===== config.mk =====
export PLATFORM = sky130hd
export DESIGN_NAME = pin_irq_unit
export DESIGN_NICKNAME = d
export VERILOG_FILES = /design/src/rtl/pirq_pkg.sv /design/src/rtl/pirq_decode.sv /design/src/rtl/pirq_ctrl_regs.sv /design/src/rtl/pirq_edge_capture.sv /design/src/rtl/pirq_request.sv /design/src/rtl/pin_irq_unit.sv
export SDC_FILE = /design/constraint.sdc
export NUM_CORES = 1
export LEC_CHECK = 0
export BUFFER_PORTS_ARGS = -buffer_cell sky130_fd_sc_hd__buf_2
export CAP_MARGIN = 20
export CORE_UTILIZATION = 40
export CTS_CLUSTER_DIAMETER = 40
export DETAILED_ROUTE_END_ITERATION = 10
export GPL_ROUTABILITY_DRIVEN = 0
export GPL_TIMING_DRIVEN = 0
export HOLD_SLACK_MARGIN = 0.08
export MAX_ROUTING_LAYER = met4
export PLACE_DENSITY = 0.61
export SLEW_MARGIN = 15
export SYNTH_ARGS = -nofsm -noshare
export SYNTH_HDL_FRONTEND = slang
export SYNTH_SLANG_ARGS = --single-unit

===== constraint.sdc =====
create_clock -name clk -period 2.73 [get_ports clk]
set_input_delay 0.546 -clock clk [delete_from_list [all_inputs] [get_ports clk]]
set_output_delay 0.546 -clock clk [all_outputs]
set_load 0.05 [all_outputs]

===== src/rtl/pirq_pkg.sv =====
// Package: register offsets and the decoded write-select bundle shared by
// the pin interrupt unit. Assumes byte offsets on a 32-bit register grid.
package pirq_pkg;
    localparam int unsigned OFF_MODE    = 'h00;
    localparam int unsigned OFF_UP_EN   = 'h04;
    localparam int unsigned OFF_UP_SET  = 'h08;
    localparam int unsigned OFF_UP_CLR  = 'h0C;
    localparam int unsigned OFF_DN_EN   = 'h10;
    localparam int unsigned OFF_DN_SET  = 'h14;
    localparam int unsigned OFF_DN_CLR  = 'h18;
    localparam int unsigned OFF_UP_LAT  = 'h1C;
    localparam int unsigned OFF_DN_LAT  = 'h20;
    localparam int unsigned OFF_REQ     = 'h24;

    // One strobe per writable register, at most one high in a cycle.
    typedef struct packed {
        logic mode;
        logic up_en;
        logic up_set;
        logic up_clr;
        logic dn_en;
        logic dn_set;
        logic dn_clr;
        logic up_lat;
        logic dn_lat;
        logic req;
    } pirq_wsel_t;
endpackage


===== src/rtl/pirq_decode.sv =====
// Module: turns a write strobe plus address into one-hot register selects.
// Assumes the address is stable while bus_wr is high.
module pirq_decode
    import pirq_pkg::*;
#(
    parameter int AW = 6
) (
    input  logic          bus_wr,
    input  logic [AW-1:0] bus_addr,
    output pirq_wsel_t    wsel
);
    // Address compare for every writable register.
    always_comb begin
        wsel        = '0;
        wsel.mode   = bus_wr && (bus_addr == AW'(OFF_MODE));
        wsel.up_en  = bus_wr && (bus_addr == AW'(OFF_UP_EN));
        wsel.up_set = bus_wr && (bus_addr == AW'(OFF_UP_SET));
        wsel.up_clr = bus_wr && (bus_addr == AW'(OFF_UP_CLR));
        wsel.dn_en  = bus_wr && (bus_addr == AW'(OFF_DN_EN));
        wsel.dn_set = bus_wr && (bus_addr == AW'(OFF_DN_SET));
        wsel.dn_clr = bus_wr && (bus_addr == AW'(OFF_DN_CLR));
        wsel.up_lat = bus_wr && (bus_addr == AW'(OFF_UP_LAT));
        wsel.dn_lat = bus_wr && (bus_addr == AW'(OFF_DN_LAT));
        wsel.req    = bus_wr && (bus_addr == AW'(OFF_REQ));
    end
endmodule


===== src/rtl/pirq_ctrl_regs.sv =====
// Module: mode, up-enable and down-enable registers with direct, set and
// clear write paths. A level-mode acknowledge inverts the down-enable bit.
// Assumes at most one select is high per cycle.
module pirq_ctrl_regs
    import pirq_pkg::*;
#(
    parameter int CH = 8
) (
    input  logic          clk,
    input  logic          rst_n,
    input  pirq_wsel_t    wsel,
    input  logic [CH-1:0] wbits,
    input  logic [CH-1:0] pol_flip,
    output logic [CH-1:0] mode_q,
    output logic [CH-1:0] up_en_q,
    output logic [CH-1:0] dn_en_q
);
    // Mode register: direct write only.
    always_ff @(posedge clk) begin
        if (!rst_n)         mode_q <= '0;
        else if (wsel.mode) mode_q <= wbits;
    end

    // Up-enable: direct load, or per-bit set / clear through the aliases.
    always_ff @(posedge clk) begin
        if (!rst_n)           up_en_q <= '0;
        else if (wsel.up_en)  up_en_q <= wbits;
        else if (wsel.up_set) up_en_q <= up_en_q | wbits;
        else if (wsel.up_clr) up_en_q <= up_en_q & ~wbits;
    end

    // Down-enable (also level polarity): load, set, clear, or ack toggle.
    always_ff @(posedge clk) begin
        if (!rst_n)           dn_en_q <= '0;
        else if (wsel.dn_en)  dn_en_q <= wbits;
        else if (wsel.dn_set) dn_en_q <= dn_en_q | wbits;
        else if (wsel.dn_clr) dn_en_q <= dn_en_q & ~wbits;
        else                  dn_en_q <= dn_en_q ^ pol_flip;
    end
endmodule


===== src/rtl/pirq_edge_capture.sv =====
// Module: per-channel edge detector with sticky up and down latches.
// A newly seen edge has priority over a clear in the same cycle.
// Assumes chan_in is already synchronous to clk.
module pirq_edge_capture #(
    parameter int CH = 8
) (
    input  logic          clk,
    input  logic          rst_n,
    input  logic [CH-1:0] chan_in,
    input  logic [CH-1:0] up_clr,
    input  logic [CH-1:0] dn_clr,
    output logic [CH-1:0] up_lat,
    output logic [CH-1:0] dn_lat
);
    logic [CH-1:0] prev_q;

    // Previous input sample, the reference for edge detection.
    always_ff @(posedge clk) begin
        if (!rst_n) prev_q <= '0;
        else        prev_q <= chan_in;
    end

    for (genvar n = 0; n < CH; n++) begin : g_chan
        logic rise_seen;
        logic fall_seen;
        assign rise_seen =  chan_in[n] & ~prev_q[n];
        assign fall_seen = ~chan_in[n] &  prev_q[n];

        // Up-latch: set by a rising edge, cleared on request otherwise.
        always_ff @(posedge clk) begin
            if (!rst_n)          up_lat[n] <= 1'b0;
            else if (rise_seen)  up_lat[n] <= 1'b1;
            else if (up_clr[n])  up_lat[n] <= 1'b0;
        end

        // Down-latch: set by a falling edge, cleared on request otherwise.
        always_ff @(posedge clk) begin
            if (!rst_n)          dn_lat[n] <= 1'b0;
            else if (fall_seen)  dn_lat[n] <= 1'b1;
            else if (dn_clr[n])  dn_lat[n] <= 1'b0;
        end
    end
endmodule


===== src/rtl/pirq_request.sv =====
// Module: forms the request of each channel from its mode, enables,
// latches and live input. Purely combinational.
module pirq_request #(
    parameter int CH = 8
) (
    input  logic [CH-1:0] mode,
    input  logic [CH-1:0] up_en,
    input  logic [CH-1:0] dn_en,
    input  logic [CH-1:0] up_lat,
    input  logic [CH-1:0] dn_lat,
    input  logic [CH-1:0] chan_in,
    output logic [CH-1:0] req
);
    for (genvar n = 0; n < CH; n++) begin : g_chan
        logic edge_req;
        logic level_req;
        assign edge_req  = (up_lat[n] & up_en[n]) | (dn_lat[n] & dn_en[n]);
        assign level_req = up_en[n] & (chan_in[n] == dn_en[n]);
        // Mode bit picks the level or edge form of the request.
        assign req[n]    = mode[n] ? level_req : edge_req;
    end
endmodule


===== src/rtl/pin_irq_unit.sv =====
// Module: eight-channel pin interrupt controller with a register bank.
// Writes take effect at the clock edge, reads are combinational.
// Assumes a single-master bus and synchronous channel inputs.
module pin_irq_unit
    import pirq_pkg::*;
#(
    parameter int CH = 8,
    parameter int AW = 6,
    parameter int DW = 32
) (
    input  logic          clk,
    input  logic          rst_n,
    input  logic          bus_wr,
    input  logic [AW-1:0] bus_addr,
    input  logic [DW-1:0] bus_wdata,
    output logic [DW-1:0] bus_rdata,
    input  logic [CH-1:0] chan_in,
    output logic [CH-1:0] irq
);
    localparam int SPARE = DW - CH;

    pirq_wsel_t    wsel;
    logic [CH-1:0] wbits;
    logic [CH-1:0] ack_bits;
    logic [CH-1:0] pol_flip;
    logic [CH-1:0] up_clr;
    logic [CH-1:0] dn_clr;
    logic [CH-1:0] mode_q;
    logic [CH-1:0] up_en_q;
    logic [CH-1:0] dn_en_q;
    logic [CH-1:0] up_lat;
    logic [CH-1:0] dn_lat;
    logic [CH-1:0] req;

    assign wbits = bus_wdata[CH-1:0];

    if (SPARE > 0) begin : g_spare
        logic unused_hi;
        assign unused_hi = ^bus_wdata[DW-1:CH];
    end

    pirq_decode #(.AW(AW)) u_decode (
        .bus_wr   (bus_wr),
        .bus_addr (bus_addr),
        .wsel     (wsel)
    );

    // Acknowledge routing: edge channels clear latches, level ones flip polarity.
    always_comb begin
        ack_bits = wsel.req ? wbits : '0;
        pol_flip = ack_bits & mode_q;
        up_clr   = (wsel.up_lat ? wbits : '0) | (ack_bits & ~mode_q);
        dn_clr   = (wsel.dn_lat ? wbits : '0) | (ack_bits & ~mode_q);
    end

    pirq_ctrl_regs #(.CH(CH)) u_regs (
        .clk      (clk),
        .rst_n    (rst_n),
        .wsel     (wsel),
        .wbits    (wbits),
        .pol_flip (pol_flip),
        .mode_q   (mode_q),
        .up_en_q  (up_en_q),
        .dn_en_q  (dn_en_q)
    );

    pirq_edge_capture #(.CH(CH)) u_capture (
        .clk     (clk),
        .rst_n   (rst_n),
        .chan_in (chan_in),
        .up_clr  (up_clr),
        .dn_clr  (dn_clr),
        .up_lat  (up_lat),
        .dn_lat  (dn_lat)
    );

    pirq_request #(.CH(CH)) u_request (
        .mode    (mode_q),
        .up_en   (up_en_q),
        .dn_en   (dn_en_q),
        .up_lat  (up_lat),
        .dn_lat  (dn_lat),
        .chan_in (chan_in),
        .req     (req)
    );

    assign irq = req;

    // Read mux: readable registers return their value, all else reads 0.
    always_comb begin
        bus_rdata = '0;
        case (bus_addr)
            AW'(OFF_MODE):   bus_rdata[CH-1:0] = mode_q;
            AW'(OFF_UP_EN):  bus_rdata[CH-1:0] = up_en_q;
            AW'(OFF_DN_EN):  bus_rdata[CH-1:0] = dn_en_q;
            AW'(OFF_UP_LAT): bus_rdata[CH-1:0] = up_lat;
            AW'(OFF_DN_LAT): bus_rdata[CH-1:0] = dn_lat;
            AW'(OFF_REQ):    bus_rdata[CH-1:0] = req;
            default:         bus_rdata = '0;
        endcase
    end
endmodule


======== Yosys cells after proc, flatten, opt, wreduce, memory -nomap -nowiden ========
Index checks and enable logic that the tools add are counted.
word-level totals
  output and inout port bits .............. 40
  logic and storage cells ................. 190
  bits in registers ....................... 48
  input port bits ......................... 49
operators by class
  muxes and demuxes ....................... 50
  reduce and logical (&&, ||, !) cells .... 28
  equal/unequal tests ..................... 17
  bitwise logic cells ..................... 75
operator list
  kind                                                                    count
  8-bit 2-to-1 mux                                                        9
  8-bit one-hot mux with 6 select lines                                   1
  1-bit bitwise AND                                                       40
  1-bit 2-to-1 mux                                                        40
  8-bit bitwise AND                                                       4
  8-bit bitwise OR                                                        4
  2-bit nonzero test                                                      16
  6-bit by 5-bit equality test with 1-bit output (second input constant)  4
  1-bit inverter                                                          16
  8-bit inverter                                                          2
  6-bit by 4-bit equality test with 1-bit output (second input constant)  2
  6-bit equality test (second input constant)                             2
  1-bit logical AND                                                       10
  1-bit equality test                                                     8
  1-bit bitwise OR                                                        8
  8-bit bitwise XOR                                                       1
  6-bit by 3-bit equality test with 1-bit output (second input constant)  1
  6-bit zero test                                                         1
  3-bit nonzero test                                                      1

======== Depth between registers and ports, before layout ========
  word-level depth ........................ 8
  gate-level depth with buffers ........... 7

======== Modules after synthesis ========
From an unflattened synthesis, not the netlist that was laid out.
unflattened totals
  cells, all modules ...................... 405
  area total of the unflattened synthesis .. 3439.5 um^2
modules (own cells, without submodules)
  module             cells an instance  times used  area an instance (um^2)
  pirq_ctrl_regs     139                1           1260.0
  pirq_edge_capture  82                 1           903.4
  pin_irq_unit       118                1           868.3
  pirq_request       49                 1           301.5
  pirq_decode        17                 1           106.4

======== Worst setup path after synthesis ========
Ideal clock, no wire load.
  path kind ............................... input port to output port
  from .................................... in bus_addr[2]
  to ...................................... out bus_rdata[7]
  arrival ................................. 2429 ps
  buffers on the path ..................... 3
  cell stages on the path ................. 5
  slack ................................... -245 ps
  data required time ...................... 2184 ps
  cell sequence ........................... buf_6 clkbuf_1 clkbuf_1 o2111ai_1 o21ai_0
on the way
  longest elaborated chain between the ends .. 2
  elaborated cells between the ends (all ways) .. 7
  those cells by class .................... eq/ne: 5; mux: 1; reduce/logical: 1
ends and longest elaborated chain
  what                                               RTL line            RTL
  start, declared                                    pin_irq_unit.sv:14  input logic [AW-1:0] bus_addr,
  6-bit equality test, or another cell as far along  pin_irq_unit.sv:92  case (bus_addr)
  8-bit one-hot mux with 6 select lines *            pin_irq_unit.sv:92
  end, declared                                      pin_irq_unit.sv:16  output logic [DW-1:0] bus_rdata,
Every way passes the cells marked *; elsewhere a longest branch is shown, timed or not.

======== Worst setup path after layout ========
  from .................................... in bus_addr[1]
  to ...................................... out bus_rdata[1]
The elaborated chain is that of the path after synthesis.

==> metrics <==
pwr/cell area=406 nW/um2; ys flop type=dfxtp_1; outcome=complete, no violations; Top delay family on crit path=simple AND/OR/NAND/NOR gates; CTS buffer count=5; synthesis-to-finish area growth=16.4%; Slew @ Worst Pin=749 ps; final hold vios=0; Crit-path slowest cell=or3_4; antenna viol nets, final=0; maximum net fanout on the critical path=7; Post-CTS Hold Fix Bufs=0; die area=8330 um2; initial antenna violation count=0; Comb power frac=0.198; Boundary Pins=89; post-synthesis area per instance=between 8 and 9 um2; row cnt=32; most frequent cells in the layout=dfxtp_1, nand2_1, buf_2; DIE WIDTH=91.3 um; sequential area share after synthesis=0.302; CP Capture Type=output pin; diodes inserted=0; Post-synth ARST share=0; First-pass DRT Iterations=5; Worst-Skew Late Latency=310 ps; normalized max-slew margin=0.499; Port Buf Inserts=34; vias in the first global route=2998; 1st-iter DRT viols=between 150 and 200; final slew viol count=0; Worst EP required=roughly 2200 ps; sequential share of power=0.501; worst hold path type=input port to flop; NumNets Final=498; setup violators final=0; VDD IR-drop max=183 uV; Final period util=0.979; WL/cell=17.4 um; register bit count reported by yosys=48; worst path cell trace=buf_2 -> or3_4 -> nor4b_4 -> buf_4 -> a221o_1 -> a221o_1 -> buf_4; Detailed Route WL=9.60 mm; CP max stage delay=440 ps; layout cells sized above 1=0.200; Peak Freq=374 MHz; Clock Skews=between 6 and 7 ps; Post-Syn Area=3190 um2; Hold WS=473 ps; min Tclk post-route=2670 ps; Max Cap Violations=0; total power=~1.5 mW; CP Data Arrival Time=2130 ps; total track usage=0.244; core area=7730 um2; global-route wire length before repair=15.2 mm; CTS tree=done; YS warnings=0; clock-pin slew on the worst setup and hold paths=90 ps; Die H=between 90 and 100 um; sw frac=0.317; global route overflow=0; CTS Sinks=48; DRC Markers=0; pin count of the biggest net entering global routing=15; clock root cell=clkbuf_8; Post-synth EDFFs=0; internal power contribution=1.03 mW; RSZ-0062 raised after global routing=false; via count=3095; NetSw=0.478 mW; post-synthesis cell count=385; Clk pwr share=0.300; buffer and inverter count on the worst path=3; htree depth=2; Starting Density=0.412; commonest non-fill, non-tap cell in the layout=dfxtp_1; startpoint type of the worst setup path=input port; critical path type=input port to output pin; DP Wirelength=6.33 mm; library cells used by synthesis=46; P_leak=~1.7 nW; Via-to-Cell Ratio=5.61; worst-case clock buffer depth=2
## worst reg2reg max path: cells and delay by family (launching register included)
family / cells / cell delay [ps]
AOI/OAI and AO/OA: 2 / 460
DFF: 1 / 450
and+or+nand+nor: 1 / 150
buffers and inverters: 1 / 100
## cells in the mapped netlist, drive strengths merged (9+ instances only)
library cell / count / share of area
dfxtp: 48 / 0.30
nand2: 41 / 0.048
o21ai: 35 / 0.055
buf: 33 / 0.071
inv: 32 / 0.038
mux2i: 21 / 0.066
and2: 15 / 0.029
clkbuf: 15 / 0.018
a221o: 13 / 0.041
a32o: 10 / 0.031
and3: 10 / 0.020
a221oi: 9 / 0.025
nor2b: 9 / 0.018
nor3: 9 / 0.017
## logic make-up (layout without fill, tap and decap cells)
group                  count (synthesis)  count (layout)  share of synthesized area
buffers and inverters                 80             122                      0.126
other                                  1              24                    0.00118
AND/OR/NAND/NOR                      111             111                      0.208
XOR/XNOR                               9               9                     0.0247
flip-flops                            48              48                      0.302
multiplexers                          21              21                     0.0660
AO/OA/AOI/OAI                        115             115                      0.272
## layout make-up
cell class                 instances  area, um2
tap                              102        128
clock buffer                       6       82.6
clock inverter                     2       10.0
timing repair buffer              37        208
sequential                        48        961
multi-input combinational        280       1920
buffer                            45        277
fill                             785       4020
inverter                          32        120
## power by group through the flow
stage | Sequential [mW] | Combinational, mW | Clock [mW]
after detailed placement | 0.771 | 0.293 | 0
after floorplan | 0.764 | 0.224 | 0
after global routing | 0.760 | 0.322 | 0.488
final | 0.756 | 0.299 | 0.453
after CTS | 0.755 | 0.296 | 0.455
after global placement | 0.770 | 0.289 | 0
## worst paths after layout
kind | endpoint | slack [ps] | cells after the start | from
worst max-delay path | bus_rdata[1] | 60 | 7 | bus_addr[1]
worst min-delay path | u_capture.prev_q[6] | 470 | 2 | chan_in[6]
worst max register to register | u_regs.dn_en_q[4] | 1470 | 4 | u_regs.mode_q[4]
worst min register to register | u_capture.dn_lat[2] | 480 | 2 | u_capture.prev_q[2]
## per-layer routing
metal,GRT usage,wire (um),part of all wire,vias to the layer above
met5,-,0,0,-
met4,0.0979,278,0.029,0
met3,0.0419,560,0.058,25
met2,0.396,4520,0.47,116
met1,0.300,4230,0.44,1460
li1,-,-,-,1494
## through the flow
stage | setup TNS, ps | area (um2) | util | worst slack (ps) | cells
3_3_place_gp | -3380 | 3570 | 0.462 | -448 | 544
5_1_grt | 0 | 3710 | 0.480 | 9.30 | 552
4_1_cts | 0 | 3710 | 0.480 | 20.1 | 553
3_5_place_dp | -3400 | 3570 | 0.462 | -456 | 544
2_1_floorplan | 0 | 3270 | - | 20.5 | 408
6_report | 0 | 3710 | 0.480 | 57.4 | 552
## repair_timing
| action | 4_1_cts | 5_1_grt |
|---|---|---|
| gates cloned | 0 | 0 |
| resized for setup | 12 | 2 |
| setup endpoints to repair | 8 | 7 |
| pin swaps | 2 | 0 |
| setup buffers | 3 | 0 |
No activity file was read; power rests on OpenSTA's default activity.
